==> src/rtl/rmu_pkg.sv <==
package rmu_pkg;
    typedef enum logic [0:0] {
        FL_HAS_FREE = 1'b0,
        FL_DRAINED  = 1'b1
    } fl_state_e;
endpackage

==> src/rtl/rmu_free_list.sv <==
module rmu_free_list
    import rmu_pkg::*;
#(
    parameter int NUM_PHYS = 120,
    parameter int NUM_ARCH = 16,
    parameter int TAG_W    = $clog2(NUM_PHYS)
) (
    input  logic             clk,
    input  logic             rst_n,
    input  logic             pop_en,
    input  logic             push_en,
    input  logic [TAG_W-1:0] push_tag,
    output logic [TAG_W-1:0] head_tag,
    output logic             empty
);
    localparam int PTR_W     = $clog2(NUM_PHYS);
    localparam int CNT_W     = $clog2(NUM_PHYS + 1);
    localparam int INIT_FREE = NUM_PHYS - NUM_ARCH;

    logic [TAG_W-1:0] slots [NUM_PHYS];
    logic [PTR_W-1:0] head_q, tail_q;
    logic [CNT_W-1:0] count_q, count_nx;
    fl_state_e        state_q, state_nx;

    function automatic logic [PTR_W-1:0] bump(input logic [PTR_W-1:0] p);
        return (p == PTR_W'(NUM_PHYS - 1)) ? '0 : p + 1'b1;
    endfunction

    assign count_nx = count_q + CNT_W'(push_en) - CNT_W'(pop_en);

    // state register
    always_ff @(posedge clk) begin
        if (!rst_n) state_q <= (INIT_FREE > 0) ? FL_HAS_FREE : FL_DRAINED;
        else        state_q <= state_nx;
    end

    // next-state logic
    always_comb begin
        state_nx = state_q;
        unique case (state_q)
            FL_HAS_FREE: if (count_nx == '0) state_nx = FL_DRAINED;
            FL_DRAINED:  if (push_en)        state_nx = FL_HAS_FREE;
            default:     state_nx = FL_DRAINED;
        endcase
    end

    // outputs
    always_comb begin
        empty    = (state_q == FL_DRAINED);
        head_tag = slots[head_q];
    end

    // storage and pointers
    always_ff @(posedge clk) begin
        if (!rst_n) begin
            for (int i = 0; i < NUM_PHYS; i++)
                slots[i] <= (i < INIT_FREE) ? TAG_W'(NUM_ARCH + i) : '0;
            head_q  <= '0;
            tail_q  <= PTR_W'(INIT_FREE % NUM_PHYS);
            count_q <= CNT_W'(INIT_FREE);
        end else begin
            if (push_en) begin
                slots[tail_q] <= push_tag;
                tail_q        <= bump(tail_q);
            end
            if (pop_en) head_q <= bump(head_q);
            count_q <= count_nx;
        end
    end

    a_r6_no_pop_when_drained: assert property (@(posedge clk) disable iff (!rst_n)
        pop_en |-> (state_q == FL_HAS_FREE));
    a_r8_push_pop_keeps_count: assert property (@(posedge clk) disable iff (!rst_n)
        (pop_en && push_en) |=> (count_q == $past(count_q)));
    a_r1_count_within_pool: assert property (@(posedge clk) disable iff (!rst_n)
        count_q <= CNT_W'(NUM_PHYS));
endmodule

==> src/rtl/rmu_map_table.sv <==
module rmu_map_table #(
    parameter int NUM_ARCH = 16,
    parameter int ARCH_W   = $clog2(NUM_ARCH),
    parameter int TAG_W    = 7
) (
    input  logic              clk,
    input  logic              rst_n,
    input  logic [ARCH_W-1:0] rd_a,
    input  logic [ARCH_W-1:0] rd_b,
    input  logic [ARCH_W-1:0] rd_d,
    output logic [TAG_W-1:0]  tag_a,
    output logic [TAG_W-1:0]  tag_b,
    output logic [TAG_W-1:0]  tag_d,
    input  logic              we,
    input  logic [ARCH_W-1:0] wa,
    input  logic [TAG_W-1:0]  wtag
);
    logic [TAG_W-1:0] binding [NUM_ARCH];

    // reads see the state before this cycle's write
    assign tag_a = binding[rd_a];
    assign tag_b = binding[rd_b];
    assign tag_d = binding[rd_d];

    always_ff @(posedge clk) begin
        if (!rst_n) begin
            for (int i = 0; i < NUM_ARCH; i++) binding[i] <= TAG_W'(i);
        end else if (we) begin
            binding[wa] <= wtag;
        end
    end

    a_r3_write_lands: assert property (@(posedge clk) disable iff (!rst_n)
        we |=> (binding[$past(wa)] == $past(wtag)));
endmodule

==> src/rtl/rmu_ref_count.sv <==
module rmu_ref_count #(
    parameter int NUM_PHYS = 120,
    parameter int NUM_ARCH = 16,
    parameter int TAG_W    = $clog2(NUM_PHYS)
) (
    input  logic             clk,
    input  logic             rst_n,
    input  logic             inc_en,
    input  logic [TAG_W-1:0] inc_tag,
    input  logic             dec_en,
    input  logic [TAG_W-1:0] dec_tag,
    output logic             release_tag
);
    localparam int CW = $clog2(NUM_ARCH + 2);

    logic [CW-1:0] refs [NUM_PHYS];

    for (genvar g = 0; g < NUM_PHYS; g++) begin : g_ctr
        logic inc_hit, dec_hit;
        assign inc_hit = inc_en && (inc_tag == TAG_W'(g));
        assign dec_hit = dec_en && (dec_tag == TAG_W'(g));
        always_ff @(posedge clk) begin
            if (!rst_n) refs[g] <= (g < NUM_ARCH) ? CW'(1) : '0;
            else if (inc_hit && !dec_hit) refs[g] <= refs[g] + 1'b1;
            else if (dec_hit && !inc_hit) refs[g] <= refs[g] - 1'b1;
        end
    end

    assign release_tag = dec_en && (refs[dec_tag] == CW'(1))
                      && !(inc_en && (inc_tag == dec_tag));

    a_r7_no_dec_of_free_tag: assert property (@(posedge clk) disable iff (!rst_n)
        dec_en |-> (refs[dec_tag] != '0));
endmodule

==> src/rtl/rmu_rename.sv <==
module rmu_rename #(
    parameter int NUM_ARCH = 16,
    parameter int NUM_PHYS = 120,
    parameter int ARCH_W   = $clog2(NUM_ARCH),
    parameter int TAG_W    = $clog2(NUM_PHYS)
) (
    input  logic              clk,
    input  logic              rst_n,
    input  logic              ren_valid,
    input  logic [ARCH_W-1:0] ren_src_a,
    input  logic [ARCH_W-1:0] ren_src_b,
    input  logic [ARCH_W-1:0] ren_dst,
    input  logic              ren_dst_we,
    input  logic              ren_partial,
    input  logic              ren_move,
    input  logic              cmt_valid,
    input  logic [TAG_W-1:0]  cmt_tag,
    output logic              ren_stall,
    output logic [TAG_W-1:0]  ren_tag_a,
    output logic [TAG_W-1:0]  ren_tag_b,
    output logic [TAG_W-1:0]  ren_prev_tag,
    output logic [TAG_W-1:0]  ren_new_tag,
    output logic              ren_merge_dep
);
    logic             fl_empty, fl_pop, fl_push;
    logic [TAG_W-1:0] fl_head;
    logic             needs_tag, do_alloc, do_move, map_we;
    logic [TAG_W-1:0] map_wtag;

    assign needs_tag     = ren_valid && ren_dst_we && !ren_move;
    assign ren_stall     = needs_tag && fl_empty;
    assign do_alloc      = needs_tag && !fl_empty;
    assign do_move       = ren_valid && ren_dst_we && ren_move;
    assign map_we        = do_alloc || do_move;
    assign map_wtag      = ren_move ? ren_tag_a : fl_head;
    assign fl_pop        = do_alloc;
    assign ren_new_tag   = map_wtag;
    assign ren_merge_dep = needs_tag && ren_partial;

    rmu_map_table #(.NUM_ARCH(NUM_ARCH), .ARCH_W(ARCH_W), .TAG_W(TAG_W)) u_map (
        .clk(clk), .rst_n(rst_n),
        .rd_a(ren_src_a), .rd_b(ren_src_b), .rd_d(ren_dst),
        .tag_a(ren_tag_a), .tag_b(ren_tag_b), .tag_d(ren_prev_tag),
        .we(map_we), .wa(ren_dst), .wtag(map_wtag)
    );

    rmu_ref_count #(.NUM_PHYS(NUM_PHYS), .NUM_ARCH(NUM_ARCH), .TAG_W(TAG_W)) u_refs (
        .clk(clk), .rst_n(rst_n),
        .inc_en(map_we), .inc_tag(map_wtag),
        .dec_en(cmt_valid), .dec_tag(cmt_tag),
        .release_tag(fl_push)
    );

    rmu_free_list #(.NUM_PHYS(NUM_PHYS), .NUM_ARCH(NUM_ARCH), .TAG_W(TAG_W)) u_free (
        .clk(clk), .rst_n(rst_n),
        .pop_en(fl_pop), .push_en(fl_push), .push_tag(cmt_tag),
        .head_tag(fl_head), .empty(fl_empty)
    );

    a_r6_stall_only_for_alloc: assert property (@(posedge clk) disable iff (!rst_n)
        ren_stall |-> (ren_valid && ren_dst_we && !ren_move));
endmodule

==> config.mk <==
export PLATFORM = sky130hd
export DESIGN_NAME = rmu_rename
export DESIGN_NICKNAME = d
export VERILOG_FILES = /design/src/rtl/rmu_pkg.sv /design/src/rtl/rmu_free_list.sv /design/src/rtl/rmu_map_table.sv /design/src/rtl/rmu_ref_count.sv /design/src/rtl/rmu_rename.sv
export SDC_FILE = /design/constraint.sdc
export NUM_CORES = 2
export LEC_CHECK = 0
export BUFFER_PORTS_ARGS = -buffer_cell sky130_fd_sc_hd__buf_2
export CAP_MARGIN = 40
export CORE_MARGIN = 1
export CORE_UTILIZATION = 50
export CTS_BUF_LIST = sky130_fd_sc_hd__clkbuf_4 sky130_fd_sc_hd__clkbuf_8 sky130_fd_sc_hd__clkbuf_16
export DETAILED_ROUTE_END_ITERATION = 6
export MAX_ROUTING_LAYER = met4
export PLACE_DENSITY_LB_ADDON = 0.15
export SKIP_LAST_GASP = 1
export SYNTH_ARGS = -nofsm -noshare
export SYNTH_HDL_FRONTEND = slang
export SYNTH_SLANG_ARGS = --single-unit
export TNS_END_PERCENT = 30
==> constraint.sdc <==
create_clock -name clk -period 16.9 [get_ports clk]
set_input_delay 0.845 -clock clk [delete_from_list [all_inputs] [get_ports clk]]
set_output_delay 0.845 -clock clk [all_outputs]
set_load 0.01 [all_outputs]
After elaboration in Yosys (flattened, before gate mapping)
Memories as Yosys holds them, arrays and structs flattened. A register that Yosys moved wholly into a read port is not among the register bits. Index checks and enable logic that the tools add are counted.

Add/subtract/negate cells: 244. Multiplexer cells: 1101. Reduce and logical (&&, ||, !) cells: 738. Equal/unequal tests: 242. Bitwise logic cells: 241. Div/mod/pow operators: 0. $lt $le $gt $ge: 0. Shifts and indexed selects: 0. $mul: 0.

Operators with widths (count): two-way mux 5 bit (240); two-way mux 1 bit (851); == test 7 bit (second input constant) (114); adder 5 x 1 -> 5 bit (second input constant) (120); subtractor 5 x 1 -> 5 bit (second input constant) (120); logical AND 1 bit (489); == test 7 x 6 -> 1 bit (second input constant) (64); zero test 1 bit (243); OR 1 bit (240); == test 7 x 5 -> 1 bit (second input constant) (32); == test 7 x 4 -> 1 bit (second input constant) (16); == test 7 x 3 -> 1 bit (second input constant) (8); two-way mux 7 bit (8); == test 7 x 2 -> 1 bit (second input constant) (4); zero test 7 bit (3); adder 7 x 1 -> 7 bit (second input constant) (2); == test 7 x 1 -> 1 bit (second input constant) (2); OR reduction 7 bit (2); adder 7 x 1 -> 7 bit (1); == test 7 bit (1); subtractor 7 x 1 -> 7 bit (1); == test 5 x 1 -> 1 bit (second input constant) (1); two-way mux 4 bit (1); one-hot mux 1 bit (2 select lines) (1); other kinds (2) (2).

Flip-flop bits (word level): 22. Word-level logic and storage cells: 2573. Output and inout bits: 30. Input port bits: 26. Memories: 3. Latch bits: 0. Bits in read-only memories: 0. RAM bits: 1552.

Memories: u_free.slots (words 120, width 7, read ports 1, clocked after memory_dff 1, write ports 120, RTL line rmu_free_list.sv:20) `logic [TAG_W-1:0] slots [NUM_PHYS];`; u_refs.refs (words 120, width 5, read ports 121, clocked after memory_dff 0, write ports 120, RTL line rmu_ref_count.sv:16) `logic [CW-1:0] refs [NUM_PHYS];`; u_map.binding (words 16, width 7, read ports 3, clocked after memory_dff 0, write ports 16, RTL line rmu_map_table.sv:18) `logic [TAG_W-1:0] binding [NUM_ARCH];`.

Depth between registers and ports, before layout
Depth after elaboration: 12. Depth in mapped cells: 30. Depth with buffers taken out: 20.

Hierarchy
Synthesis repeated with hierarchy kept, for this count alone.

Cell total of the unflattened synthesis: 9336. Area total of the unflattened synthesis: 97946.4 um^2.

Modules (own cells, without submodules): rmu_ref_count (cells each 5532, times used 1, sequential area each 18017.3 um^2, area an instance 47828.4 um^2); rmu_free_list (cells each 3326, times used 1, sequential area each 27486.4 um^2, area an instance 42917.4 um^2); rmu_map_table (cells each 463, times used 1, sequential area each 3363.2 um^2, area an instance 7036.7 um^2); rmu_rename (cells each 15, times used 1, sequential area each 0.0 um^2, area an instance 163.9 um^2).

Worst setup path before layout
OpenSTA, ideal clock, no wires.

Path kind: input to register. Start: in ren_src_a[0]. End: reg u_free.state_q (netlist: u_free.empty). Stages: 25. Arrival: 5.945 ns. Buffers on the path: 6. Slack: 10.863 ns. Required time: 16.808 ns. Library setup time: 0.092 ns. Cells stage by stage: buf_2 > buf_2 > buf_2 > mux4_2 > mux4_2 > o221ai_1 > a211o_2 > inv_2 > xnor2_1 > nor3_1 > a41o_1 > buf_2 > buf_2 > buf_2 > xnor2_1 > ha_1 > fa_1 > a21oi_1 > nor2_1 > nor2_1 > o21bai_1 > a21oi_1 > xnor2_1 > nand2_1 > o32ai_1.

Cells in the longest elaborated chain, start to end: 11. Elaborated cells on any way between the ends: 12. Classes of those cells: add/sub: 2; eq/ne: 1; mux: 4; reduce/logical: 4; memory: 1.

RTL lines: from (decl) (RTL line rmu_rename.sv:10) `input logic [ARCH_W-1:0] ren_src_a,`; memory read (16 x 7 bit) (*); via ren_tag_a[0] (RTL line rmu_rename.sv:19) `output logic [TAG_W-1:0] ren_tag_a,`; two-way mux 7 bit (*) (RTL line rmu_rename.sv:35) `assign map_wtag = ren_move ? ren_tag_a : fl_head;`; via ren_new_tag[0] (RTL line rmu_rename.sv:22) `output logic [TAG_W-1:0] ren_new_tag,`; == test 7 bit (*) (RTL line rmu_ref_count.sv:30) `&& !(inc_en && (inc_tag == dec_tag));`; logical AND 1 bit (*) (RTL line rmu_ref_count.sv:30); zero test 1 bit (*) (RTL line rmu_ref_count.sv:30); logical AND 1 bit (*) (RTL line rmu_ref_count.sv:30); adder 7 x 1 -> 7 bit (RTL line rmu_free_list.sv:29) `assign count_nx = count_q + CNT_W'(push_en) - CNT_W'(pop_en);`; subtractor 7 x 1 -> 7 bit (RTL line rmu_free_list.sv:29); zero test 7 bit (RTL line rmu_free_list.sv:41) `FL_HAS_FREE: if (count_nx == '0) state_nx = FL_DRAINED;`; two-way mux 1 bit (RTL line rmu_free_list.sv:41); one-hot mux 1 bit (2 select lines) (*) (RTL line rmu_free_list.sv:40) `unique case (state_q)`; to (signal assigned) (RTL line rmu_free_list.sv:33) `if (!rst_n) state_q <= (INIT_FREE > 0) ? FL_HAS_FREE : FL_DRAINED;`; to (signal assigned) (RTL line rmu_free_list.sv:34) `else state_q <= state_nx;`; to (decl) (RTL line rmu_free_list.sv:23) `fl_state_e state_q, state_nx;`.

Mark *: on every way through the listed nets, which the timed path passes. The rest lies on a longest branch. A chain may end at the register's enable or synchronous reset.

==> flow_summary_export.csv <==
group,metric,value,unit
outcome,outcome,"completed",
sta,setup_ws,8.96,ns
sta,min_period_over_period,47.0,%
finish,n_fill_cell,16335,
detailed_routing,viasPerCell,6.87,
power_and_ir_drop,p_leak,0.0344,uW
power_and_ir_drop,p_per_area,91.6,nW/um^2
placed_design,preCtsSetupSlack,9.00,ns
sta,worst_pin_slew,0.999,ns
synth,syn_area_per_cell,10.6,sq um
synth,async_flop_share,0,%
placed_design,port_buffers,55,
global_route,grt_pass1_wl,503000,um
placed_design,gp_congestion,0.987,
sta,fmax,126,MHz
synth,synth_edf_count,1608,
clocking,clk_pin_slew,0.06,ns
sta,relSlewSlack,33.0,%
synth,synth_top_cells_by_area,"edfxtp_1, mux4_2, nand2_1",
sta,fin_hold_ws,0.416,ns
critical_path,crit_path_end_kind,"flip-flop",
sta,setup_viol,0,
detailed_routing,wirelength,343000,um
floorplan,die_width,443,um
clocking,clk_path_buf_depth,3,
sta,rsz0062_at_grt,"no",
clocking,cts_sinks,1637,
detailed_routing,drt_pre_antenna_iters,7,
power_and_ir_drop,vdd_drop_max,0.0000875,V
sta,hold_violations,0,
sta,fin_skew,0.0681,ns
floorplan,die_y,443,um
critical_path,cp_common_cell,"buf_4",
critical_path,crit_arrival,8.52,ns
finish,seq_area,48900,sq um
sta,layout_min_cycle_time,7.94,ns
clocking,cts_tree,"built",
synth,yosysUniqueCellTypes,99,
synth,ys.flop_type,"edfxtp_1",
global_route,antenna_found_initial,5,
clocking,h-tree-depth,4,
clocking,cts_made_buffers,183,
synth,ys_seq_area_share,50.2,%
detailed_routing,drc,0,
global_route,grt_overflow_total,0,
synth,synth_top_cell_by_area,"edfxtp_1",
finish,area_growth,10.5,%
clocking,clock_latency,0.88,ns
sta,slew_viol_final,0,
detailed_routing,dr.first_iter.drc_count,11302,
hold_path,hold_class,"primary input to flip-flop",
detailed_routing,wl_per_cell,28.9,um
job,maxCapViolCount,0,
detailed_routing,dr_total_vias,81575,
global_route,track_usage,35.1,%
synth,syn_nets,9462,
finish,multi_input_area,44400,sq um
global_route,grt_max_degree,113,
clocking,cts-root-buf,"clkbuf_16",
critical_path,start_kind,"flip-flop",
critical_path,worstPathRequired,17.48,ns
floorplan,core.rowCount,161,
clocking,post_cts_resized,0,
synth,ys_seq_elements,1637,
critical_path,worstRegToRegCells,15,
critical_path,critical_path_peak_fanout,53,
critical_path,worstSetupPathType,"flip-flop to flip-flop",
floorplan,ios,56,
synth,yosys_warnings,0,
clocking,postCtsHoldBufs,0,
placed_design,place_hpwl,234000,um
critical_path,path_cells,"buf_4, buf_4, mux2i_1, a22oi_1, nand3_1, a41oi_1, nor4_2, o21a_2, buf_4, inv_2, nor3_2, buf_4, a211o_1, a211oi_1, or4_1",
synth,syn_area,97400,sq um
finish,fin_util,55.8,%
finish,drive_above_1_share,12.5,%
floorplan,die_area,197000,sq um
synth,syn_inst,9185,
sta,fin_setup_tns,0,ns
finish,nNetsFinal,9457,
clocking,cts_setup_buffers,0,
floorplan,initial_core_util,50.5,%
synth,yosysTopAreaCellShare,49.6,%
hold_path,min_path_cells,2,
critical_path,crit_slowest_cell,"buf_4",
floorplan,core-area,193000,sq um
global_route,grt_pass1_vias,76418,
detailed_routing,drtAntennaViolNets,0,
critical_path,cp_slowest_stage_delay,0.83,ns
[Yosys cell counts (65+ instances only)]
cell type and n:
a22oi_1 125, a21oi_1 372, o21a_1 72, o22ai_1 65, nor2_1 1081, o22a_1 95
mux4_2 301, buf_1 95, a211oi_1 72, edfxtp_1 1608, nand3_1 243, o221ai_1 101
o211ai_1 77, mux2i_1 216, nor3_1 221, ha_1 249, or4_1 77, nand4_1 95
inv_1 456, buf_2 91, clkbuf_1 380, nand2_1 1149, a221oi_1 163, and3_1 81
o21ai_0 371, or3_1 141, nor4_1 139
[report_power, final]
| part | internal, uW | switching, uW | leakage [uW] | total, uW |
|---|---|---|---|---|
| Sequential | 4600 | 146 | 0.0154 | 4750 |
| Combinational | 309 | 656 | 0.0159 | 965 |
| Clock | 2390 | 1760 | 0.00308 | 4150 |
| Total | 7300 | 2570 | 0.0344 | 9860 |
[routing by layer]
metal	part of all wire (%)	vias up	GRT usage (%)	routed length, um
met4	6.7	0	20.0	23100
met5	0	-	-	0
met2	45	5044	52.2	153000
li1	-	35251	-	-
met3	11	1060	6.57	36700
met1	38	40220	45.2	131000
[cell usage in the layout (no fill, tap or decap), drive strengths merged, types with 125 or more instances in the layout]
cell	n
a21oi	373
a221oi	165
a22oi	125
buf	412
clkbuf	235
edfxtp	1608
ha	249
inv	469
mux2i	216
mux4	301
nand2	1149
nand3	247
nor2	1081
nor3	230
nor4	144
o21ai	375
or3	141
[flip-flops by register name (all words and copies together), names as in the netlist, named ones only]
signal and flops:
u_free.head_q 7, u_refs.refs 600, u_map.binding 112, u_free.empty 1, u_free.tail_q 7, u_free.slots 896
u_free.count_q 7
[through the flow]
step	instances	instance area, sq um	power (uW)
2_1_floorplan	9185	97400	5360
3_3_place_gp	11375	100000	5720
3_5_place_dp	11508	101000	5760
4_1_cts	11846	108000	9860
5_1_grt	11863	108000	10100
6_report	11870	108000	9860
[path summary, 6_finish.rpt]
path              slack, ns                          start                             to
setup / recovery       8.96                      flip-flop   u_refs.refs[33][3]$_DFFE_PP_
hold / removal         0.42                          rst_n  u_free.tail_q[5]$_SDFFE_PN1P_
setup reg to reg       8.96                      flip-flop   u_refs.refs[33][3]$_DFFE_PP_
hold reg to reg        0.49  u_free.head_q[6]$_SDFFE_PN0P_                      flip-flop
[worst max-delay path: cells and delay by family (launching register included)]
family | cells | cell delay (ns)
flip-flops | 1 | 0.74
AND/OR/NAND/NOR | 4 | 2.22
AO/OA/AOI/OAI | 5 | 1.40
multiplexers | 1 | 0.32
buffers and inverters | 5 | 2.83
[logic make-up after synthesis]
group                    synth area share (%)
AO/OA/AOI/OAI                            15.1
XOR/XNOR                                0.827
adder cells (fa/ha/maj)                  3.24
buffers and inverters                    4.48
flip-flops                               50.2
multiplexers                             9.44
AND/OR/NAND/NOR                          16.7
[final cells by class]
class | instances | share of cell area, %
timing repair buffer | 418 | 2.97
antenna | 11 | 0.0256
sequential | 1637 | 45.4
tap | 2526 | 2.94
multi-input combinational | 6474 | 41.3
clock inverter | 106 | 1.13
inverter | 466 | 1.63
clock buffer | 232 | 4.62
(Power assumes the default switching activity.)
